## config.mk

```make
export PLATFORM = sky130hd
export DESIGN_NAME = wkt_timer
export DESIGN_NICKNAME = d
export VERILOG_FILES = /design/src/rtl/wkt_pkg.sv /design/src/rtl/wkt_prescaler.sv /design/src/rtl/wkt_mod_counter.sv /design/src/rtl/wkt_sticky.sv /design/src/rtl/wkt_alarm_cmp.sv /design/src/rtl/wkt_timer.sv
export SDC_FILE = /design/constraint.sdc
export NUM_CORES = 1
export LEC_CHECK = 0
export BUFFER_PORTS_ARGS = -buffer_cell sky130_fd_sc_hd__buf_2
export CAP_MARGIN = 20
export CORE_MARGIN = 2
export CORE_UTILIZATION = 50
export CTS_CLUSTER_SIZE = 20
export DETAILED_ROUTE_END_ITERATION = 12
export PLACE_DENSITY = 0.74
export SLEW_MARGIN = 5
export SYNTH_ARGS = -nofsm -noshare
export SYNTH_HDL_FRONTEND = slang
export SYNTH_SLANG_ARGS = --single-unit
export TNS_END_PERCENT = 50
```

## constraint.sdc

```tcl
create_clock -name clk -period 2.7 [get_ports clk]
set_input_delay 0.54 -clock clk [delete_from_list [all_inputs] [get_ports clk]]
set_output_delay 0.54 -clock clk [all_outputs]
set_load 0.02 [all_outputs]
```

## src/rtl/wkt_pkg.sv

```systemverilog
package wkt_pkg;
  localparam int CNT_W   = 47;
  localparam int SLICE_W = 16;
  localparam int N_SLICE = 3;
  localparam int PAD_W   = N_SLICE * SLICE_W - CNT_W;
  localparam int N_FLAG  = 2;
  localparam int FL_ALARM = 0;
  localparam int FL_MOD   = 1;

  typedef struct packed {
    logic irq_en;
    logic det_en;
    logic run;
  } ctrl_t;

  localparam ctrl_t CTRL_RST = '{irq_en: 1'b1, det_en: 1'b0, run: 1'b0};

  // next elapsed-time value; wraps silently
  function automatic logic [CNT_W-1:0] cnt_next(input logic [CNT_W-1:0] c);
    return c + CNT_W'(1);
  endfunction

  // all slices of a value, unused top bits reading zero
  function automatic logic [N_SLICE*SLICE_W-1:0] to_slices(input logic [CNT_W-1:0] v);
    return {{PAD_W{1'b0}}, v};
  endfunction

  // replace one slice, dropping bits above the value width
  function automatic logic [CNT_W-1:0] put_slice(input logic [CNT_W-1:0] v,
                                                 input int idx,
                                                 input logic [SLICE_W-1:0] d);
    logic [N_SLICE*SLICE_W-1:0] p;
    p = to_slices(v);
    p[idx*SLICE_W +: SLICE_W] = d;
    return p[CNT_W-1:0];
  endfunction
endpackage

```

## src/rtl/wkt_prescaler.sv

```systemverilog
module wkt_prescaler #(
  parameter int LOG2 = 2
) (
  input  logic            clk,
  input  logic            rst_n,
  input  logic            run,
  input  logic            realign,
  output logic            tick,
  output logic [LOG2-1:0] phase
);
  always_ff @(posedge clk or negedge rst_n) begin
    if (!rst_n)       phase <= '0;
    else if (realign) phase <= '0;
    else if (run)     phase <= phase + LOG2'(1);
  end

  assign tick = run && !realign && (phase == '1);
endmodule

```

## src/rtl/wkt_mod_counter.sv

```systemverilog
module wkt_mod_counter #(
  parameter int MOD_N = 60,
  localparam int W = $clog2(MOD_N)
) (
  input  logic         clk,
  input  logic         rst_n,
  input  logic         realign,
  input  logic         tick,
  output logic         wrap,
  output logic [W-1:0] val
);
  localparam logic [W-1:0] LAST = W'(MOD_N - 1);

  assign wrap = tick && (val == LAST);

  always_ff @(posedge clk or negedge rst_n) begin
    if (!rst_n)       val <= '0;
    else if (realign) val <= '0;
    else if (wrap)    val <= '0;
    else if (tick)    val <= val + W'(1);
  end
endmodule

```

## src/rtl/wkt_sticky.sv

```systemverilog
module wkt_sticky (
  input  logic clk,
  input  logic rst_n,
  input  logic set,
  input  logic clr,
  output logic q
);
  // a set in the same cycle as a clear keeps the flag
  always_ff @(posedge clk or negedge rst_n) begin
    if (!rst_n) q <= 1'b0;
    else        q <= set || (q && !clr);
  end
endmodule

```

## src/rtl/wkt_alarm_cmp.sv

```systemverilog
module wkt_alarm_cmp
  import wkt_pkg::*;
(
  input  logic [CNT_W-1:0] count,
  input  logic [CNT_W-1:0] alarm,
  input  logic             det_en,
  output logic             match
);
  assign match = det_en && (count == alarm);
endmodule

```

## src/rtl/wkt_timer.sv

```systemverilog
module wkt_timer
  import wkt_pkg::*;
#(
  parameter int PRESC_LOG2 = 2,
  parameter int MOD_N      = 60,
  localparam int MOD_W     = $clog2(MOD_N)
) (
  input  logic                       clk,
  input  logic                       rst_n,
  input  logic [SLICE_W-1:0]         wdata,
  input  logic                       ctrl_we,
  input  logic [N_SLICE-1:0]         cnt_we,
  input  logic [N_SLICE-1:0]         alm_we,
  input  logic                       clr_we,
  output logic [2:0]                 ctrl_rd,
  output logic [N_SLICE*SLICE_W-1:0] cnt_rd,
  output logic [N_SLICE*SLICE_W-1:0] alm_rd,
  output logic                       alarm_flag,
  output logic                       mod_flag,
  output logic                       alarm_irq
);
  ctrl_t                ctrl_q;
  logic [CNT_W-1:0]     count_q, count_d;
  logic [CNT_W-1:0]     alarm_q, alarm_d;
  logic                 realign_w;
  logic                 tick_w;
  logic                 match_w;
  logic                 wrap_w;
  logic [PRESC_LOG2-1:0] presc_ph;
  logic [MOD_W-1:0]     mod_val;
  logic [N_FLAG-1:0]    flag_set, flag_clr, flag_q;

  // control word and start detection
  assign realign_w = ctrl_we && wdata[0] && !ctrl_q.run;

  always_ff @(posedge clk or negedge rst_n) begin
    if (!rst_n)       ctrl_q <= CTRL_RST;
    else if (ctrl_we) ctrl_q <= ctrl_t'(wdata[2:0]);
  end

  wkt_prescaler #(.LOG2(PRESC_LOG2)) u_presc (
    .clk(clk), .rst_n(rst_n), .run(ctrl_q.run), .realign(realign_w),
    .tick(tick_w), .phase(presc_ph)
  );

  wkt_mod_counter #(.MOD_N(MOD_N)) u_mod (
    .clk(clk), .rst_n(rst_n), .realign(realign_w), .tick(tick_w),
    .wrap(wrap_w), .val(mod_val)
  );

  // count: slice writes take precedence over the increment
  always_comb begin
    count_d = count_q;
    if (|cnt_we) begin
      for (int s = 0; s < N_SLICE; s++)
        if (cnt_we[s]) count_d = put_slice(count_d, s, wdata);
    end else if (tick_w) begin
      count_d = cnt_next(count_q);
    end
  end

  always_comb begin
    alarm_d = alarm_q;
    for (int s = 0; s < N_SLICE; s++)
      if (alm_we[s]) alarm_d = put_slice(alarm_d, s, wdata);
  end

  always_ff @(posedge clk or negedge rst_n) begin
    if (!rst_n) begin
      count_q <= '0;
      alarm_q <= '0;
    end else begin
      count_q <= count_d;
      alarm_q <= alarm_d;
    end
  end

  wkt_alarm_cmp u_cmp (
    .count(count_q), .alarm(alarm_q), .det_en(ctrl_q.det_en), .match(match_w)
  );

  // sticky status flags
  assign flag_set[FL_ALARM] = match_w;
  assign flag_set[FL_MOD]   = wrap_w;

  for (genvar f = 0; f < N_FLAG; f++) begin : g_flag
    assign flag_clr[f] = clr_we && wdata[f];
    wkt_sticky u_flag (
      .clk(clk), .rst_n(rst_n), .set(flag_set[f]), .clr(flag_clr[f]), .q(flag_q[f])
    );
  end

  assign alarm_flag = flag_q[FL_ALARM];
  assign mod_flag   = flag_q[FL_MOD];
  assign alarm_irq  = flag_q[FL_ALARM] && ctrl_q.det_en && ctrl_q.irq_en;

  assign ctrl_rd = ctrl_q;
  assign cnt_rd  = to_slices(count_q);
  assign alm_rd  = to_slices(alarm_q);
endmodule

```

Word-level counts from Yosys, hierarchy flattened
Cells that the tools add are included.
W data, S select, Z words.
{"block": "classes", "mul": 0, "bitwise_logic": 0, "eq_ne": 3, "add_sub_neg": 3, "n_lt_le_gt_ge": 0, "n_reduce_logical": 22, "n_mux": 13, "div_mod_pow": 0, "n_shift": 0}
{"cell": "$mux W47", "n": 4}
{"cell": "$mux W32", "n": 2}
{"cell": "$add A47 B1 Y47 const B", "n": 1}
{"cell": "$eq A47 B47 Y1", "n": 1}
{"cell": "$mux W16", "n": 2}
{"cell": "$mux W6", "n": 3}
{"cell": "$logic_and A1 B1 Y1", "n": 12}
{"cell": "$add A6 B1 Y6 const B", "n": 1}
{"cell": "$eq A6 B6 Y1 const B", "n": 1}
{"cell": "$logic_not A1 Y1", "n": 4}
{"cell": "$mux W2", "n": 2}
{"cell": "$reduce_bool A2 Y1", "n": 2}
{"cell": "$reduce_bool A3 Y1", "n": 1}
{"cell": "$reduce_or A3 Y1", "n": 1}
{"cell": "$add A2 B1 Y2 const B", "n": 1}
{"cell": "$eq A2 B2 Y1 const B", "n": 1}
{"cell": "$logic_or A1 B1 Y1", "n": 2}
{"block": "totals", "in_bits": 26, "register_bits": 107, "latch_bits": 0, "ramBits": 0, "rom_bits": 0, "memories": 0}

Depth between registers and ports, before layout
Gate-level depths: netlist of the first run.
{"block": "depth", "depth_word": 8, "mapped_depth": 7, "mapped_depth_nobuf": 6}

By module
Synthesis of the first run repeated with hierarchy kept, for this count alone.
{"block": "hier_totals", "hier_cells": 634, "hier_area_um2": 6217.2}
{"module": "wkt_timer", "area_each_um2": 5133.7, "instances": 1, "cells_per_inst": 509}
{"module": "wkt_alarm_cmp", "area_each_um2": 578.1, "instances": 1, "cells_per_inst": 75}
{"module": "wkt_mod_counter", "area_each_um2": 336.6, "instances": 1, "cells_per_inst": 35}
{"module": "wkt_prescaler", "area_each_um2": 96.3, "instances": 1, "cells_per_inst": 9}
{"module": "wkt_sticky", "area_each_um2": 36.3, "instances": 2, "cells_per_inst": 3}

Worst setup path after synthesis of the first run
No wires, ideal clock.
{"block": "synth_timing", "path_type": "reg2reg", "startpoint": "reg count_q[1]", "endpoint": "reg count_q[34]", "period_less_slack_ns": 2.307, "arrival_time_ns": 2.183, "slack_ns": 0.393, "path_stages_with_launch": 7, "cell_sequence": "dfrtp_1 -> ha_1 -> and3_2 -> nand4_2 -> or4_4 -> o21a_1 -> o31a_1"}
{"block": "synth_between", "elab_chain_len": 3}
{"element": "from (decl)", "line": "wkt_timer.sv:23", "text": "logic [CNT_W-1:0] count_q, count_d;"}
{"element": "from (signal assigned)", "line": "wkt_timer.sv:73", "text": "count_q <= count_d;"}
{"element": "$add A47 B1 Y47", "line": "wkt_pkg.sv:20", "text": "return c + CNT_W'(1);"}
{"element": "$mux W47", "line": "wkt_timer.sv:57", "text": "end else if (tick_w) begin"}
{"element": "$mux W47", "line": "wkt_timer.sv:54", "text": "if (|cnt_we) begin"}
No other way between the ends. The select of a mux whose other input is x is not followed.
A chain may end at the register's enable or synchronous reset.

Worst setup path in the final report of the first run
{"block": "layout_timing", "startpoint": "reg count_q[1]", "endpoint": "reg count_q[42]"}
Same word-level chain as after synthesis.

==> metrics.txt, run 1 <==
maximum vdd drop=around 320 uV; via/cell ratio=between 6 and 7; Ys Warns=0; Clock Power Share=0.298; hpwl dp=between 15000 and 20000 um; family with the most delay on the worst path=simple AND/OR/NAND/NOR gates; Leak Pwr=0.003136 uW; post-synthesis compound-gate area fraction=0.1499; Final ANT Viol Nets=0; Syn Inst Count=about 640; Initial Util=0.5120; Max H-tree Level=3; final cycle utilization of the critical path=0.9588; setup TNS=0 ps; total iterations of the first detailed-routing run=6; Fin Hold WS=between 30 and 40 ps; crit path capture type=flip-flop; Cell Area, Synth=about 6100 um^2; fin. max-slew vios=0; Sw Pwr=around 1600 uW; Final Cell Area=7199 um^2; critical-path cell list=ha_1 > and3_2 > nand4_2 > buf_4 > nor3_1 > a31oi_1 > a221oi_1; number of remaining DRC errors=0; Max Cap Violations=0; data arrival time of the critical path=roughly 2800 ps; Hold Path Class=input port to asynchronous set/reset pin; die width=between 100 and 150 um; clk_skew=a little over 8 ps; ys async rst share=1.000; Flop pwr share=0.458; post-synthesis xor/xnor area fraction=0.06694; GR Overflow Total=0; count of different cell masters after synthesis=between 60 and 70; Primary FF master, synth=dfrtp_1; RSZ-0062 raised after global routing=no; Post-CTS Hold Fix Bufs=0; gpl congestion=about 0.99; post-synthesis simple-gate area fraction=0.2041; status=complete, no violations; slew margin rel.=0.4964; crit path buf inv count=1; Num CTS Buffers=9; final setup vio count=0; Reg clk slew, reported paths=approximately 80 ps; clock root buffer=clkbuf_16; Die Area=13200 um^2; Fin. Hold Viols=0; worst-path fanout max=7; DIE HEIGHT=roughly 110 um; # port buffers=~130; Worst Reg2Reg Path Length in Cells=7; vias=~5.8k; Area growth syn-to-layout=17.07%; Syn Area/Cell=approximately 9.6 um^2; Comb pwr share=0.244; largest family of logic cells by synthesized area=simple AND/OR/NAND/NOR gates; Tmin final=~2600 ps; r2r endpoint=count_q[42]; # Post-CTS Setup Buffers=0; pre-CTS setup slack=around 240 ps; Tightest Pin Transition=748.5 ps; placed insts=between 800 and 900; adder-cell share of the synthesized area=0.006104; Final nets=around 780; CTS tree=yes; Fmax=0.3863 GHz; Crit Path Class=flip-flop to flip-flop; switching portion of total power=0.3555; Crit path required time=just under 3000 ps; Total Routing Usage GR=0.3156; mux contribution to synthesized area=0.09135; flop-to-flop setup slack=between 100 and 150 ps; starting DRC count in detailed routing=approximately 640; fraction of layout cells with a size suffix above 1=0.3072; flops & latches, synth=107; Power Internal=about 2900 uW; vias in the first global route=roughly 5.4k; CTS Sinks=~110; Area after DPL=between 6000 and 7000 um^2; initial antenna violation count=0; total wire length=around 21000 um; first-pass GRT wire length=about 31000 um; # IOs=128; Post-Layout Cell Count=900; clock latency on the worst-skew pair=between 300 and 400 ps; clock buffer depth=2; DR WL/cell=between 20 and 25 um; Power Dens Cells=626.5 nW/um^2; core area=~12000 um^2; site row count=40; Slowest cell on crit path=nor3_1; FF-to-FF Start=count_q[1]; final setup margin=~110 ps; Worst setup SP type=flip-flop; post-synthesis sequential area ratio=0.4356; # resized after CTS=0; Post-synth EDFFs=0; pin count of the biggest net entering global routing=64; Max stage delay on crit path=600 ps
[metal layers]
| layer | vias up | global-route usage | share of wire |
|---|---|---|---|
| li1 | 2556 | - | - |
| met1 | 2827 | 0.4175 | 0.42 |
| met2 | 311 | 0.4741 | 0.45 |
| met3 | 66 | 0.08329 | 0.089 |
| met4 | 0 | 0.1719 | 0.044 |
| met5 | - | 0 | 0 |
[stage by stage]
stage / total power, uW / utilization
global route: 4686 / 0.5992
floorplan: 2717 / -
CTS: 4499 / 0.5985
global placement: 3145 / 0.5744
detailed placement: 3179 / 0.5744
finish: 4511 / 0.5994
[cell usage in the layout (no fill, tap or decap), types with 19 or more instances in the layout]
cell type | netlist | final
nand2_1 | 47 | 47
nand3_1 | 24 | 24
nand4_1 | 24 | 24
dfrtp_1 | 106 | 106
nor2_1 | 45 | 45
xor2_1 | 43 | 43
mux2_2 | 49 | 49
buf_4 | 6 | 19
o21ai_0 | 28 | 28
buf_2 | 10 | 124
a21oi_1 | 33 | 33
[cell usage after synthesis, types with 7 or more instances]
cell type	instances	area (um^2)
a21oi_1	33	165.2
a31oi_1	14	87.58
and3_1	13	81.33
buf_2	10	50.05
clkbuf_1	26	97.59
dfrtp_1	106	2653
inv_1	16	60.06
mux2_2	49	551.8
nand2_1	47	176.4
nand2b_1	7	43.79
nand3_1	24	120.1
nand4_1	24	150.1
nor2_1	45	168.9
nor3_1	14	70.07
nor4_1	16	100.1
o21ai_0	28	140.1
o22a_1	14	122.6
o22ai_1	10	62.56
xor2_1	43	376.6
[layout make-up]
cell class / instances / area, um^2
Tap cell: 147 / 183.9
Multi-Input combinational cell: 470 / 3201
Antenna cell: 1 / 2.502
Clock buffer: 9 / 225.2
Clock inverter: 6 / 65.06
Fill cell: 1056 / 4812
Sequential cell: 107 / 2679
Timing Repair Buffer: 144 / 783.3
Inverter: 16 / 60.06
[worst max path at each step]
stage	startpoint	end	cells past startpoint
CTS	count_q[1]	count_q[42]	7
detailed placement	count_q[0]	count_q[42]	7
finish	count_q[1]	count_q[42]	7
floorplan	count_q[1]	count_q[34]	6
global route	count_q[1]	count_q[42]	7
global placement	count_q[1]	count_q[26]	7
[cell families after synthesis]
family | Yosys count
muxes | 50
and+or+nand+nor | 228
other | 1
DFF | 107
buffers and inverters | 62
xor gates and xnor gates | 47
adders and majority gates | 3
AOI/OAI and AO/OA | 140
[flip-flops by register name (all words and copies together), names as in the netlist]
name	flops
alarm_q	47
count_q	47
u_mod.val	6
ctrl_rd	3
g_flag.u_flag.q	2
u_presc.phase	2
[power by group through the flow]
stage               clock [uW]  sequential, uW  combinational (uW)
global placement             0            2080                1070
floorplan                    0            2160                 558
detailed placement           0            2090                1090
CTS                       1350            2060                1100
finish                    1340            2070                1100
global route              1410            2090                1180
Note: power is estimated with default switching activity, not from simulation.
==> run 2: changes to the inputs <==
Settings changed: SETUP_SLACK_MARGIN set to 0.3.
==> metrics.txt, run 2 (same netlist as run 1, synthesis figures left out) <==
FILL cells=1054 (was 1056); fin. max-slew vios=0 (unchanged); Fmax=0.4351 GHz (was 0.3863 GHz); final setup vio count=0 (unchanged); Initial Util=0.5120 (unchanged); hpwl dp=15520 um (unchanged); Crit Path Class=flip-flop to flip-flop (unchanged); core area=12010 um^2 (unchanged); fraction of layout cells with a size suffix above 1=0.3161 (was 0.3072); Area growth syn-to-layout=17.46% (was 17.07%); pin count of the biggest net entering global routing=64 (unchanged); Hold Path Class=input port to asynchronous set/reset pin (unchanged); # port buffers=125 (unchanged); CP endpoint=count_q[34] (was count_q[42]); total wire length=20960 um (was 20760 um); Post-Route Utilization=0.6014 (was 0.5994); vias in the first global route=5416 (was 5406); n_diodes=0 (was 1); Final ANT Viol Nets=0 (unchanged); via/cell ratio=6.427 (was 6.400); # IOs=128 (unchanged); gpl congestion=0.9896 (unchanged); Crit path required time=2950 ps (about the same); starting DRC count in detailed routing=558 (was 643); Max H-tree Level=3 (unchanged); RSZ-0062 raised after global routing=yes (was no); FF-to-FF Start=count_q[0] (was count_q[1]); r2r endpoint=count_q[34] (was count_q[42]); FF+latch area=2681 um^2 (was 2679 um^2); Power Dens Cells=626.3 nW/um^2 (was 626.5 nW/um^2); flop-to-flop setup slack=400 ps (was 110 ps); commonest non-fill, non-tap cell in the layout=buf_2 (unchanged); slew margin rel.=0.5089 (was 0.4964); number of remaining DRC errors=0 (unchanged); worst-path fanout max=6 (was 7); crit path capture type=flip-flop (unchanged); Final nets=778 (was 777); clock buffer depth=2 (unchanged); final cycle utilization of the critical path=0.8512 (was 0.9588); CTS tree=yes (unchanged); Max Cap Violations=0 (unchanged); initial antenna violation count=0 (unchanged); Tightest Pin Transition=730.0 ps (was 748.5 ps); worst setup path startpoint=count_q[0] (was count_q[1]); site row count=40 (unchanged); status=complete, no violations (unchanged); vias=5784 (was 5760); most frequent cells in the layout=buf_2 (124), dfrtp_1 (104), mux2_2 (49), nand2_1 (47), nor2_1 (44) (was buf_2 (124), dfrtp_1 (106), mux2_2 (49), nand2_1 (47), nor2_1 (45)); Largest regs=alarm_q (47), count_q (47), u_mod.val (6) (unchanged); Worst setup SP type=flip-flop (unchanged); area occupied by multi-input gates=3217 um^2 (was 3201 um^2); Fin. Hold Viols=0 (unchanged); setup TNS=0 ps (unchanged); Final Cell Area=7223 um^2 (was 7199 um^2); clock root buffer=clkbuf_16 (unchanged); Area after DPL=6899 um^2 (unchanged); Worst Reg2Reg Path Length in Cells=6 (was 7); CTS Sinks=107 (unchanged); GR Overflow Total=0 (unchanged); Reg clk slew, reported paths=80 ps (about the same); clk_skew=7.945 ps (was 8.092 ps); Total Routing Usage GR=0.3161 (was 0.3156); maximum vdd drop=323.4 uV (was 322.9 uV); data arrival time of the critical path=2540 ps (was 2840 ps); DR WL/cell=23.29 um (was 23.07 um); total iterations of the first detailed-routing run=7 (was 6); die width=114.9 um (unchanged); Leak Pwr=0.003137 uW (was 0.003136 uW); first-pass GRT wire length=31120 um (was 31080 um); Tmin final=2298 ps (was 2589 ps); Die Area=13200 um^2 (unchanged); clock latency on the worst-skew pair=360 ps (about the same); DIE HEIGHT=114.9 um (unchanged); Num CTS Buffers=9 (unchanged)
==> run 2: worst max-delay path, cell delays in order (launching register included) <==
cell and delay (ps):
dfrtp_2 450, ha_2 250, and3_2 230, nand4_2 160
or4_4 620, o21a_1 200, o31a_1 270
==> run 2: cell type report <==
type                    count  area share
clock buffers               9     0.03118
clock inverters             6    0.009007
inverters                  16    0.008315
multi-input cells         470      0.4453
flip-flops and latches    107      0.3712
well taps                 147     0.02546
repair buffers            145      0.1095
==> run 2: metrics by stage <==
step | cells | power [uW] | hold WS [ps] | setup slack [ps]
floorplan | 639 | 2717 | 244.4 | 393.0
global placement | 883 | 3145 | 416.2 | 307.2
detailed placement | 883 | 3179 | 418.3 | 239.9
CTS | 898 | 4499 | 35.50 | 293.7
global route | 900 | 4694 | 50.64 | 290.8
finish | 900 | 4524 | 32.98 | 401.7
==> run 2: report_power, final <==
group          leakage [uW]  switching (uW)  internal (uW)
Combinational       0.00175             693            420
Clock              0.000142             627            717
Sequential          0.00125             290           1780
==> run 2: worst min path at each step <==
stage / slack (ps) / endpoint / cells after the start
after floorplan: 240 / alarm_q[0] / 0
after global placement: 420 / alarm_q[33] / 1
after detailed placement: 420 / alarm_q[33] / 1
after CTS: 40 / alarm_q[33] / 1
after global routing: 50 / alarm_q[33] / 1
final: 30 / alarm_q[22] / 1
==> run 2: repair_timing <==
action                     CTS  global route
hold buffers                 0             0
gates resized for setup      1             5
setup buffers                0             2
setup endpoints to repair    4            11
==> run 2: per-layer routing <==
metal,GRT usage,share of wire
met5,0,0
met4,0.1775,0.047
met3,0.08329,0.088
met2,0.4718,0.45
met1,0.4189,0.41
